===== src/rtl/layer_arb_pkg.sv =====
package layer_arb_pkg;

    typedef enum logic [1:0] {
        LYR_IDLE  = 2'd0,
        LYR_BUSY  = 2'd1,
        LYR_RETRY = 2'd2
    } lyr_state_e;

    // State taken when an occupation window ends.
    function automatic lyr_state_e lyr_on_release(input logic q_empty, input logic head_blocked);
        return (q_empty || head_blocked) ? LYR_IDLE : LYR_RETRY;
    endfunction

endpackage


===== src/rtl/lyr_rtry_fifo.sv =====
module lyr_rtry_fifo #(
    parameter int NSRC = 4,
    parameter int SW   = 2
) (
    input  logic          clk,
    input  logic          rst,
    input  logic          push,
    input  logic [SW-1:0] push_id,
    input  logic          pop,
    output logic [SW-1:0] head,
    output logic          empty
);
    localparam int CW = $clog2(NSRC + 1);

    logic [SW-1:0] slot_q [NSRC];
    logic [SW-1:0] rd_q, wr_q;
    logic [CW-1:0] cnt_q;
    logic [NSRC-1:0] in_q;
    logic do_push;

    function automatic logic [SW-1:0] wrap_inc(input logic [SW-1:0] p);
        return (p == SW'(NSRC - 1)) ? '0 : p + 1'b1;
    endfunction

    assign do_push = push && !in_q[push_id] && (cnt_q < CW'(NSRC));
    assign head    = slot_q[rd_q];
    assign empty   = (cnt_q == '0);

    always_ff @(posedge clk) begin
        if (rst) begin
            rd_q  <= '0;
            wr_q  <= '0;
            cnt_q <= '0;
            in_q  <= '0;
            for (int i = 0; i < NSRC; i++) slot_q[i] <= '0;
        end else begin
            if (pop && !empty) begin
                rd_q <= wrap_inc(rd_q);
                in_q[slot_q[rd_q]] <= 1'b0;
            end
            if (do_push) begin
                slot_q[wr_q]  <= push_id;
                wr_q          <= wrap_inc(wr_q);
                in_q[push_id] <= 1'b1;
            end
            cnt_q <= cnt_q + CW'(do_push) - CW'(pop && !empty);
        end
    end

    p_no_overflow_r6: assert property (@(posedge clk) disable iff (rst)
        push && !in_q[push_id] |-> cnt_q < CW'(NSRC));
    p_dedup_r6: assert property (@(posedge clk) disable iff (rst)
        (push && in_q[push_id] && !pop) |=> $stable(cnt_q));
    p_pop_nonempty_r4: assert property (@(posedge clk) disable iff (rst)
        pop |-> !empty);

endmodule


===== src/rtl/lyr_hold_timer.sv =====
module lyr_hold_timer #(
    parameter int TW = 8
) (
    input  logic          clk,
    input  logic          rst,
    input  logic          load,
    input  logic [TW-1:0] load_val,
    input  logic          run,
    output logic          expire
);
    logic [TW-1:0] cnt_q;

    assign expire = run && (cnt_q <= TW'(1));

    always_ff @(posedge clk) begin
        if (rst) begin
            cnt_q <= '0;
        end else if (load) begin
            cnt_q <= (load_val == '0) ? TW'(1) : load_val;
        end else if (run && cnt_q > TW'(1)) begin
            cnt_q <= cnt_q - 1'b1;
        end
    end

    p_load_nonzero_r2: assert property (@(posedge clk) disable iff (rst)
        load |=> cnt_q != '0);

endmodule


===== src/rtl/lyr_peer_tbl.sv =====
module lyr_peer_tbl #(
    parameter int NDST = 4,
    parameter int SW   = 2,
    parameter int DW   = 2
) (
    input  logic          clk,
    input  logic          rst,
    input  logic          set,
    input  logic [DW-1:0] set_dst,
    input  logic [SW-1:0] set_src,
    input  logic          clr,
    input  logic [DW-1:0] clr_dst,
    input  logic [DW-1:0] look_dst,
    output logic          look_hit,
    input  logic [SW-1:0] cand,
    output logic          cand_blocked
);
    logic          vld_q [NDST];
    logic [SW-1:0] who_q [NDST];

    for (genvar d = 0; d < NDST; d++) begin : g_slot
        always_ff @(posedge clk) begin
            if (rst) begin
                vld_q[d] <= 1'b0;
                who_q[d] <= '0;
            end else if (set && set_dst == DW'(d)) begin
                vld_q[d] <= 1'b1;
                who_q[d] <= set_src;
            end else if (clr && clr_dst == DW'(d)) begin
                vld_q[d] <= 1'b0;
            end
        end
    end

    assign look_hit = vld_q[look_dst];

    always_comb begin
        cand_blocked = 1'b0;
        for (int d = 0; d < NDST; d++) begin
            if (vld_q[d] && who_q[d] == cand && !(clr && clr_dst == DW'(d)))
                cand_blocked = 1'b1;
        end
    end

    p_slot_clear_r8: assert property (@(posedge clk) disable iff (rst)
        (clr && !(set && set_dst == clr_dst)) |=> !vld_q[$past(clr_dst)]);
    p_slot_set_r7: assert property (@(posedge clk) disable iff (rst)
        set |=> vld_q[$past(set_dst)]);

endmodule


===== src/rtl/layer_arbiter.sv =====
module layer_arbiter
    import layer_arb_pkg::*;
#(
    parameter int NSRC = 4,
    parameter int NDST = 4,
    parameter int TW   = 8,
    localparam int SW  = (NSRC > 1) ? $clog2(NSRC) : 1,
    localparam int DW  = (NDST > 1) ? $clog2(NDST) : 1
) (
    input  logic          clk,
    input  logic          rst,
    input  logic          req_vld,
    input  logic [SW-1:0] req_src,
    input  logic [DW-1:0] req_dst,
    input  logic          req_dst_ok,
    input  logic [TW-1:0] req_hold,
    output logic          req_grant,
    input  logic          peer_rty_vld,
    input  logic [DW-1:0] peer_rty_dst,
    output logic          rty_vld,
    output logic [SW-1:0] rty_src,
    output logic [1:0]    lyr_state,
    output logic          drain
);
    lyr_state_e st_q, st_d;

    logic          q_empty, q_push, q_pop, head_match;
    logic [SW-1:0] q_head, cand;
    logic          peer_hit, peer_ok, cand_blocked;
    logic          fail, succ, refused;
    logic          tmr_load, expire;
    logic [TW-1:0] tmr_val;

    assign head_match = !q_empty && (req_src == q_head);
    assign req_grant  = req_vld && (st_q == LYR_IDLE || (st_q == LYR_RETRY && head_match));
    assign succ       = req_grant && req_dst_ok;
    assign fail       = req_grant && !req_dst_ok;
    assign refused    = req_vld && !req_grant;

    // Refused sources join the queue; a refused send joins unless it heads it.
    assign q_push  = refused || (fail && !head_match);
    assign q_pop   = succ && head_match;
    assign peer_ok = peer_rty_vld && peer_hit;
    assign cand    = q_empty ? req_src : q_head;

    assign tmr_load = req_grant || (st_q == LYR_RETRY);
    assign tmr_val  = req_grant ? req_hold : TW'(1);

    lyr_rtry_fifo #(.NSRC(NSRC), .SW(SW)) u_fifo (
        .clk(clk), .rst(rst),
        .push(q_push), .push_id(req_src), .pop(q_pop),
        .head(q_head), .empty(q_empty)
    );

    lyr_hold_timer #(.TW(TW)) u_tmr (
        .clk(clk), .rst(rst),
        .load(tmr_load), .load_val(tmr_val),
        .run(st_q == LYR_BUSY), .expire(expire)
    );

    lyr_peer_tbl #(.NDST(NDST), .SW(SW), .DW(DW)) u_peer (
        .clk(clk), .rst(rst),
        .set(fail), .set_dst(req_dst), .set_src(req_src),
        .clr(peer_ok), .clr_dst(peer_rty_dst),
        .look_dst(peer_rty_dst), .look_hit(peer_hit),
        .cand(cand), .cand_blocked(cand_blocked)
    );

    always_comb begin
        st_d = st_q;
        unique case (st_q)
            LYR_IDLE: begin
                if (req_grant)
                    st_d = LYR_BUSY;
                else if (peer_ok && !q_empty)
                    st_d = LYR_RETRY;
            end
            LYR_BUSY: begin
                if (expire)
                    st_d = lyr_on_release(q_empty && !q_push, cand_blocked);
            end
            LYR_RETRY: st_d = LYR_BUSY;
            default:   st_d = LYR_IDLE;
        endcase
    end

    always_ff @(posedge clk) begin
        if (rst) st_q <= LYR_IDLE;
        else     st_q <= st_d;
    end

    assign rty_vld   = (st_q == LYR_RETRY);
    assign rty_src   = q_head;
    assign lyr_state = st_q;
    assign drain     = (st_q != LYR_IDLE);

    p_reset_idle_r1: assert property (@(posedge clk)
        rst |=> (lyr_state == 2'd0 && !drain && !rty_vld));
    p_busy_hold_r2: assert property (@(posedge clk) disable iff (rst)
        (st_q == LYR_BUSY && !expire) |=> st_q == LYR_BUSY);
    p_no_grant_busy_r3: assert property (@(posedge clk) disable iff (rst)
        (st_q == LYR_BUSY && req_vld) |-> !req_grant);
    p_retry_exit_r5: assert property (@(posedge clk) disable iff (rst)
        rty_vld |=> (lyr_state == 2'd1));
    p_grant_drains_r9: assert property (@(posedge clk) disable iff (rst)
        req_grant |=> drain);
    p_quiet_idle_r9: assert property (@(posedge clk) disable iff (rst)
        (st_q == LYR_IDLE && !req_vld && !peer_rty_vld) |=> !drain);

endmodule


===== config.mk =====
export PLATFORM = sky130hd
export DESIGN_NAME = layer_arbiter
export DESIGN_NICKNAME = d
export VERILOG_FILES = /design/src/rtl/layer_arb_pkg.sv /design/src/rtl/lyr_rtry_fifo.sv /design/src/rtl/lyr_hold_timer.sv /design/src/rtl/lyr_peer_tbl.sv /design/src/rtl/layer_arbiter.sv
export SDC_FILE = /design/constraint.sdc
export NUM_CORES = 1
export LEC_CHECK = 0
export ABC_AREA = 1
export BUFFER_PORTS_ARGS = -buffer_cell sky130_fd_sc_hd__buf_2
export CORE_MARGIN = 10
export CORE_UTILIZATION = 53
export CTS_CLUSTER_SIZE = 8
export DETAILED_ROUTE_END_ITERATION = 12
export PLACE_DENSITY = 0.85
export SYNTH_ARGS = -nofsm -noshare
export SYNTH_HDL_FRONTEND = slang
export SYNTH_SLANG_ARGS = --single-unit

===== constraint.sdc =====
create_clock -name clk -period 2.6 [get_ports clk]
set_clock_uncertainty 0.15 [all_clocks]
set_input_delay 0.39 -clock clk [delete_from_list [all_inputs] [get_ports clk]]
set_output_delay 0.39 -clock clk [all_outputs]
set_load 0.05 [all_outputs]

* Word level (Yosys, flattened, before mapping)
Memory sizes are Yosys's and may differ from the RTL's. A register that Yosys moved wholly into a read port is not among the register bits.
Cells that the tools add are included.
** Storage, ports and cells
- Register bits after elaboration :: 21
- Bits in writable memories :: 20
- Input bits :: 19
- Output and inout port bits :: 7
- Logic and storage cells :: 185
- Memories kept :: 3
** Cells by class
- Add/sub/neg operators :: 5
- Magnitude comparators :: 7
- Eq/ne operators :: 17
- Muxes and demuxes :: 75
- Bitwise operators :: 15
- Reduce and logical (&&, ||, !) cells :: 57
** Memory list
- u_fifo.slot_q :: words 4, bits a word 2, read ports 1, clocked after memory_dff 1, wr ports 4, line lyr_rtry_fifo.sv:15 : logic [SW-1:0] slot_q [NSRC];
- u_peer.who_q :: words 4, bits a word 2, read ports 4, clocked after memory_dff 0, wr ports 4, line lyr_peer_tbl.sv:19 : logic [SW-1:0] who_q [NDST];
- u_peer.vld_q :: words 4, bits a word 1, read ports 5, clocked after memory_dff 0, wr ports 4, line lyr_peer_tbl.sv:18 : logic vld_q [NDST];
** Operator list (number)
- $mux W1 :: 49
- $logic_and A1 B1 Y1 :: 34
- $mux W8 :: 4
- $mux W2 :: 15
- $eq A2 B2 Y1 const B :: 7
- $mux W4 :: 3
- $or A1 B1 Y1 :: 12
- $eq A2 B2 Y1 :: 5
- $logic_not A1 Y1 :: 10
- $gt A8 B1 Y1 const B :: 1
- $le A8 B1 Y1 const B :: 1
- $logic_not A8 Y1 :: 1
- $sub A8 B1 Y8 const B :: 1
- $eq A2 B1 Y1 const B :: 3
- $logic_not A2 Y1 :: 3
- $lt A2 B3 Y1 const B :: 2
- $pmux W2 S3 :: 1
- $add A2 B1 Y2 const B :: 2
- $and A4 B4 Y4 :: 1
- $demux W1 S2 :: 2
- $ge A2 B1 Y1 const B :: 2
- $logic_or A1 B1 Y1 :: 4
- $not A4 Y4 :: 1
- $or A4 B4 Y4 :: 1
- other kinds (10) :: 11

* Depth between registers and ports, before layout
- Depth after elaboration :: 16
- Gate-level depth with buffers :: 21
- Gate-level depth less buffers :: 21

* Hierarchy
Synthesis repeated with hierarchy kept, for this count alone.
** Second synthesis, totals
- Cells, all modules :: 401
- Area total of the unflattened synthesis :: 2752.6 um^2
** Modules (own cells, without submodules)
- lyr_rtry_fifo :: instances 1, cells each 135, area each 1084.8 um^2, seq. area each 500.5 um^2
- lyr_peer_tbl :: instances 1, cells each 96, area each 732.0 um^2, seq. area each 360.3 um^2
- lyr_hold_timer :: instances 1, cells each 109, area each 621.8 um^2, seq. area each 160.2 um^2
- layer_arbiter :: instances 1, cells each 61, area each 314.1 um^2, seq. area each 40.0 um^2

* Worst setup path before layout
Ideal clock, no wire load.
- Kind :: reg2reg
- From :: register st_q[1], in the netlist lyr_state[1]
- To :: register u_fifo.cnt_q[2]
- Setup time :: 70 ps
- Arrival :: 2738 ps
- Required time :: 2380 ps
- Slack :: -357 ps
- Cell stages (with the launch flop) :: 16
- Path buffers :: 0
- Clock period less this slack :: 2957 ps
- Path through :: dfxtp_1 > nor2_1 > inv_1 > nand2_4 > nand2_8 > inv_6 > nand3_4 > clkinv_4 > ha_1 > inv_1 > ha_1 > inv_1 > fa_1 > inv_1 > o21ai_0 > a21oi_1
** On the way
- Cells in the longest elaborated chain, start to end :: 11
- Elaborated cells on any way between the ends :: 17
- Those cells by class :: 2 x add/sub; 1 x eq/ne; 14 x reduce/logical
** RTL lines
- start: declaration :: line layer_arbiter.sv:25 : lyr_state_e st_q, st_d;
- start signal: assignment :: line layer_arbiter.sv:89 : else st_q <= st_d;
- $eq A2 B2 Y1 :: line layer_arbiter.sv:35 : assign req_grant = req_vld && (st_q == LYR_IDLE || (st_q == LYR_RETRY && head_match));
- $logic_and A1 B1 Y1 :: line layer_arbiter.sv:35
- $logic_or A1 B1 Y1 * :: line layer_arbiter.sv:35
- $logic_and A1 B1 Y1 * :: line layer_arbiter.sv:35
- net req_grant :: line layer_arbiter.sv:17 : output logic req_grant,
- $logic_not A1 Y1 or $logic_and A1 B1 Y1 (tied branches) :: line layer_arbiter.sv:38, layer_arbiter.sv:37
- $logic_and A1 B1 Y1, on equally long branches :: line layer_arbiter.sv:38, layer_arbiter.sv:41
- $logic_or A1 B1 Y1 :: line layer_arbiter.sv:41 : assign q_push = refused || (fail && !head_match);
- $logic_and A1 B1 Y1 (2 in a row) :: line lyr_rtry_fifo.sv:25 : assign do_push = push && !in_q[push_id] && (cnt_q < CW'(NSRC));
- $add A3 B1 Y3 :: line lyr_rtry_fifo.sv:46 : cnt_q <= cnt_q + CW'(do_push) - CW'(pop && !empty);
- $sub A3 B1 Y3 * :: line lyr_rtry_fifo.sv:46
- end signal: assignment :: line lyr_rtry_fifo.sv:46
- end: declaration :: line lyr_rtry_fifo.sv:17 : logic [CW-1:0] cnt_q;
Mark *: on every way through the listed nets, which the timed path passes. The rest lies on a longest branch.
A chain may end at the register's enable or synchronous reset.

==> out/summary.txt <==
Top-area cell type share of the netlist area: 22.8%
Area of the multi-input gates: 1440 sq um
Top Family by Delay on Critical Path: simple AND/OR/NAND/NOR gates
Finished Layout Cells: 437
First-pass GRT wire length: 9940 um
Grt total ovfl: 0
Post-synth cell types: 43
RSZ-0062 raised after global routing: true
Largest net degree at the start of global routing: 22
Drt total wl: 5840 um
TNS Setup: 0 ns
Endpoint, Worst Hold: u_tmr.cnt_q[6]$_SDFFE_PP0P_
Pre-CTS WS: -0.00404 ns
Commonest cells in the synthesized netlist: nand2_1 (69), inv_1 (41), nor2_1 (33), dfxtp_1 (23), nand3_1 (21)
Core ar.: 4750 sq um
Slowest-stage cell, CP: dfxtp_4
Buf+Inv Stages, Crit Path: 6
Row count: 25
DRC: 0
CTS buffer count: 5
Worst Tran Pin Value: 0.726 ns
Final Hold Vio Count: 0
Setup ws final: 0.0427 ns
Crit path time final: 2.56 ns
Slew margin rel.: 51.6%
Routed via count: 2277
Max-Cap Viols: 0
CP Capture Type: flip-flop
Cells after synthesis: 325
Syn avg cell area: 8.10 sq um
Top FF cell, synth: dfxtp_1
Final instance area: 3160 sq um
Crit-path cells: inv_4 -> nand2_2 -> nand2_2 -> nand2_4 -> nand2_8 -> nor2_4 -> nor2_4 -> nand3_4 -> nand2_4 -> nand2_8 -> inv_12 -> nand3_4 -> clkinv_4 -> ha_4 -> inv_2 -> ha_4 -> inv_2 -> fa_2 -> inv_2 -> o21ai_1 -> a21oi_1
R2R Setup Slk: 0.04 ns
WS Path Type: flip-flop to flip-flop
Initial DRC Count: 139
Arrival time at the worst endpoint: 2.64 ns
Yosys warnings: 0
Initial antenna violation count: 0
Post-DRT Antenna Nets: 0
Worst IR drop on VDD: 416 uV
Worst-path clk slew: 0.08 ns
Synth-to-layout area growth: 19.9%
Register area: 1070 sq um
Register bit total from synthesis: 43
Post-Place Cells: 422
R2R Path End: u_fifo.cnt_q[2]$_SDFF_PP0_
Synth area leader: edfxtp_1
Register area share after synthesis: 40.3%
Wire length per cell: 13.4 um
CTS Root Cell: clkbuf_8
Achievable Freq: 391 MHz
Routability cong.: 0.931
CP Launch Type: flip-flop
Mapped Nets: 351
Layout cells sized above 1: 30.3%
Final Net Count: 395
Max incr delay on CP: 0.38 ns
PD cells: 858 nW/um^2
Starting density of the core: 55.4%
Vias in the first global route: 2213
DIE AREA: 8190 sq um
H-tree depth: 2
CTS Sinks: 43
R2R cell count: 21
Asr flop ratio synth: 0%
Die Span Y: 90.5 um
Post-Syn Area: 2630 sq um
Post-CTS Hold Fix Bufs: 0
Lkg Pwr: 1.39 nW
Final setup viols: 0
Fill cell count: 393
Number of synthesized flops with an enable pin: 20
Hpwl dp: 4490 um
Data required, critical path: 2.68 ns
Number of vias per cell: 5.21
Worst hold start: req_hold[6]
Final Max Tran Viols: 0
Hold WC Path Type: input pin to flip-flop
IO Port Bufs: 25
Diode count: 0
Post-route clock period utilization: 98.4%
Most common cell in the netlist: nand2_1
Die W: 90.5 um
CTS tree: built
Global-route total usage across every layer: 14.4%
IO Count: 26
Status: finished clean
Top cell by count, worst path: inv_2
Synth top area cells: edfxtp_1 (23%), dfxtp_1 (17%), nand2_1 (9.8%), inv_1 (5.8%), nor2_1 (4.7%)
TritonRoute pass-1 iters: 4
Dpl cell area: 2970 sq um
Worst-skew pair later-pin latency: 0.31 ns
CP Max Fanout: 6
Hold depth: 3
Longest Clk Path Bufs: 2
==> repair_timing <==
| action | in CTS | in global routing |
|---|---|---|
| cloned | 0 | 0 |
| buffers inserted | 3 | 4 |
| pin swaps | 6 | 7 |
| setup endpoints to repair | 2 | 3 |
| gates resized for setup | 3 | 12 |
==> cell type report <==
class / count / share of cell area (%)
clock buffer: 5 / 2.18
clock inverter: 3 / 0.634
inverter: 47 / 6.42
multi-input combinational: 227 / 45.5
sequential: 43 / 33.9
tap: 67 / 2.66
timing repair buffer: 45 / 8.72
==> how the worst max path moves through the flow <==
stage / startpoint / endpoint / slack (ns) / cells after the start
finish: flip-flop / u_fifo.cnt_q[2]$_SDFF_PP0_ / 0.04 / 21
global route: flip-flop / u_fifo.cnt_q[2]$_SDFF_PP0_ / -0.09 / 21
CTS: flip-flop / u_fifo.cnt_q[2]$_SDFF_PP0_ / 0.008 / 20
detailed placement: flip-flop / u_fifo.cnt_q[1]$_SDFF_PP0_ / -0.004 / 18
global placement: req_src[1] / u_fifo.cnt_q[1]$_SDFF_PP0_ / 0.06 / 17
floorplan: flip-flop / u_fifo.cnt_q[1]$_SDFF_PP0_ / -0.08 / 19
==> through the flow <==
step	util, %	power, mW	hold WS, ns
global route	66.4	2.91	0.199
detailed placement	62.4	2.24	0.327
CTS	64.8	2.68	0.192
finish	66.4	2.71	0.200
floorplan	-	1.92	0.301
global placement	62.4	2.20	0.316
==> kinds of logic (layout without fill, tap and decap cells) <==
logic type	count (synthesis)	in the layout	share of synthesized area [%]
simple gates	159	159	32.7
buf+inv	55	100	8.41
compound gates	53	53	12.3
flops	43	43	40.3
xor+xnor	8	8	2.66
fa+ha+maj	7	7	3.61
==> registers in the layout, summed over array words and instances (netlist names), named ones only <==
register	flops
lyr_state	2
u_fifo.cnt_q	3
u_fifo.in_q	4
u_fifo.rd_q	2
u_fifo.slot_q	8
u_fifo.wr_q	2
u_peer.vld_q	4
u_peer.who_q	8
u_tmr.cnt_q	8
==> routing by layer <==
| layer | track usage (%) | part of all wire (%) | vias to the layer above |
|---|---|---|---|
| met5 | 0 | 0 | - |
| met2 | 24.8 | 51 | 42 |
| met1 | 16.5 | 42 | 1061 |
| met4 | 5.31 | 1.5 | 0 |
| met3 | 4.07 | 5.2 | 10 |
| li1 | - | - | 1164 |
==> layout by cell type (no fill, tap or decap), types with 4 or more instances in the layout <==
master and count:
o21ai_1 8, dfxtp_1 19, o21ai_0 14, nor3_2 8, clkbuf_8 5, xnor2_1 6
inv_1 36, inv_2 6, nand2_1 63, nand3_4 6, nand4_1 4, nand2_2 8
edfxtp_1 20, buf_4 20, a21oi_1 10, buf_2 25, ha_1 4, nand3_1 17
nand3_2 6, nor2_1 33, nor3_1 4, o22ai_1 5
==> worst reg2reg max path, cell delays in order (launching register included) <==
cell and delay (ns):
dfxtp_4 0.38, inv_4 0.07, nand2_2 0.07, nand2_2 0.09
nand2_4 0.07, nand2_8 0.07, nor2_4 0.04, nor2_4 0.11
nand3_4 0.10, nand2_4 0.10, nand2_8 0.07, inv_12 0.06
nand3_4 0.08, clkinv_4 0.07, ha_4 0.18, inv_2 0.06
ha_4 0.12, inv_2 0.03, fa_2 0.32, inv_2 0.06
o21ai_1 0.06, a21oi_1 0.14
==> power by group <==
part           switching (mW)  leakage (nW)  internal [mW]  total (mW)
Clock                   0.244        0.0402          0.187       0.431
Combinational           0.848         0.956          0.495        1.34
Sequential             0.0995         0.398          0.832       0.932
Note: power is estimated with default switching activity, not from simulation.
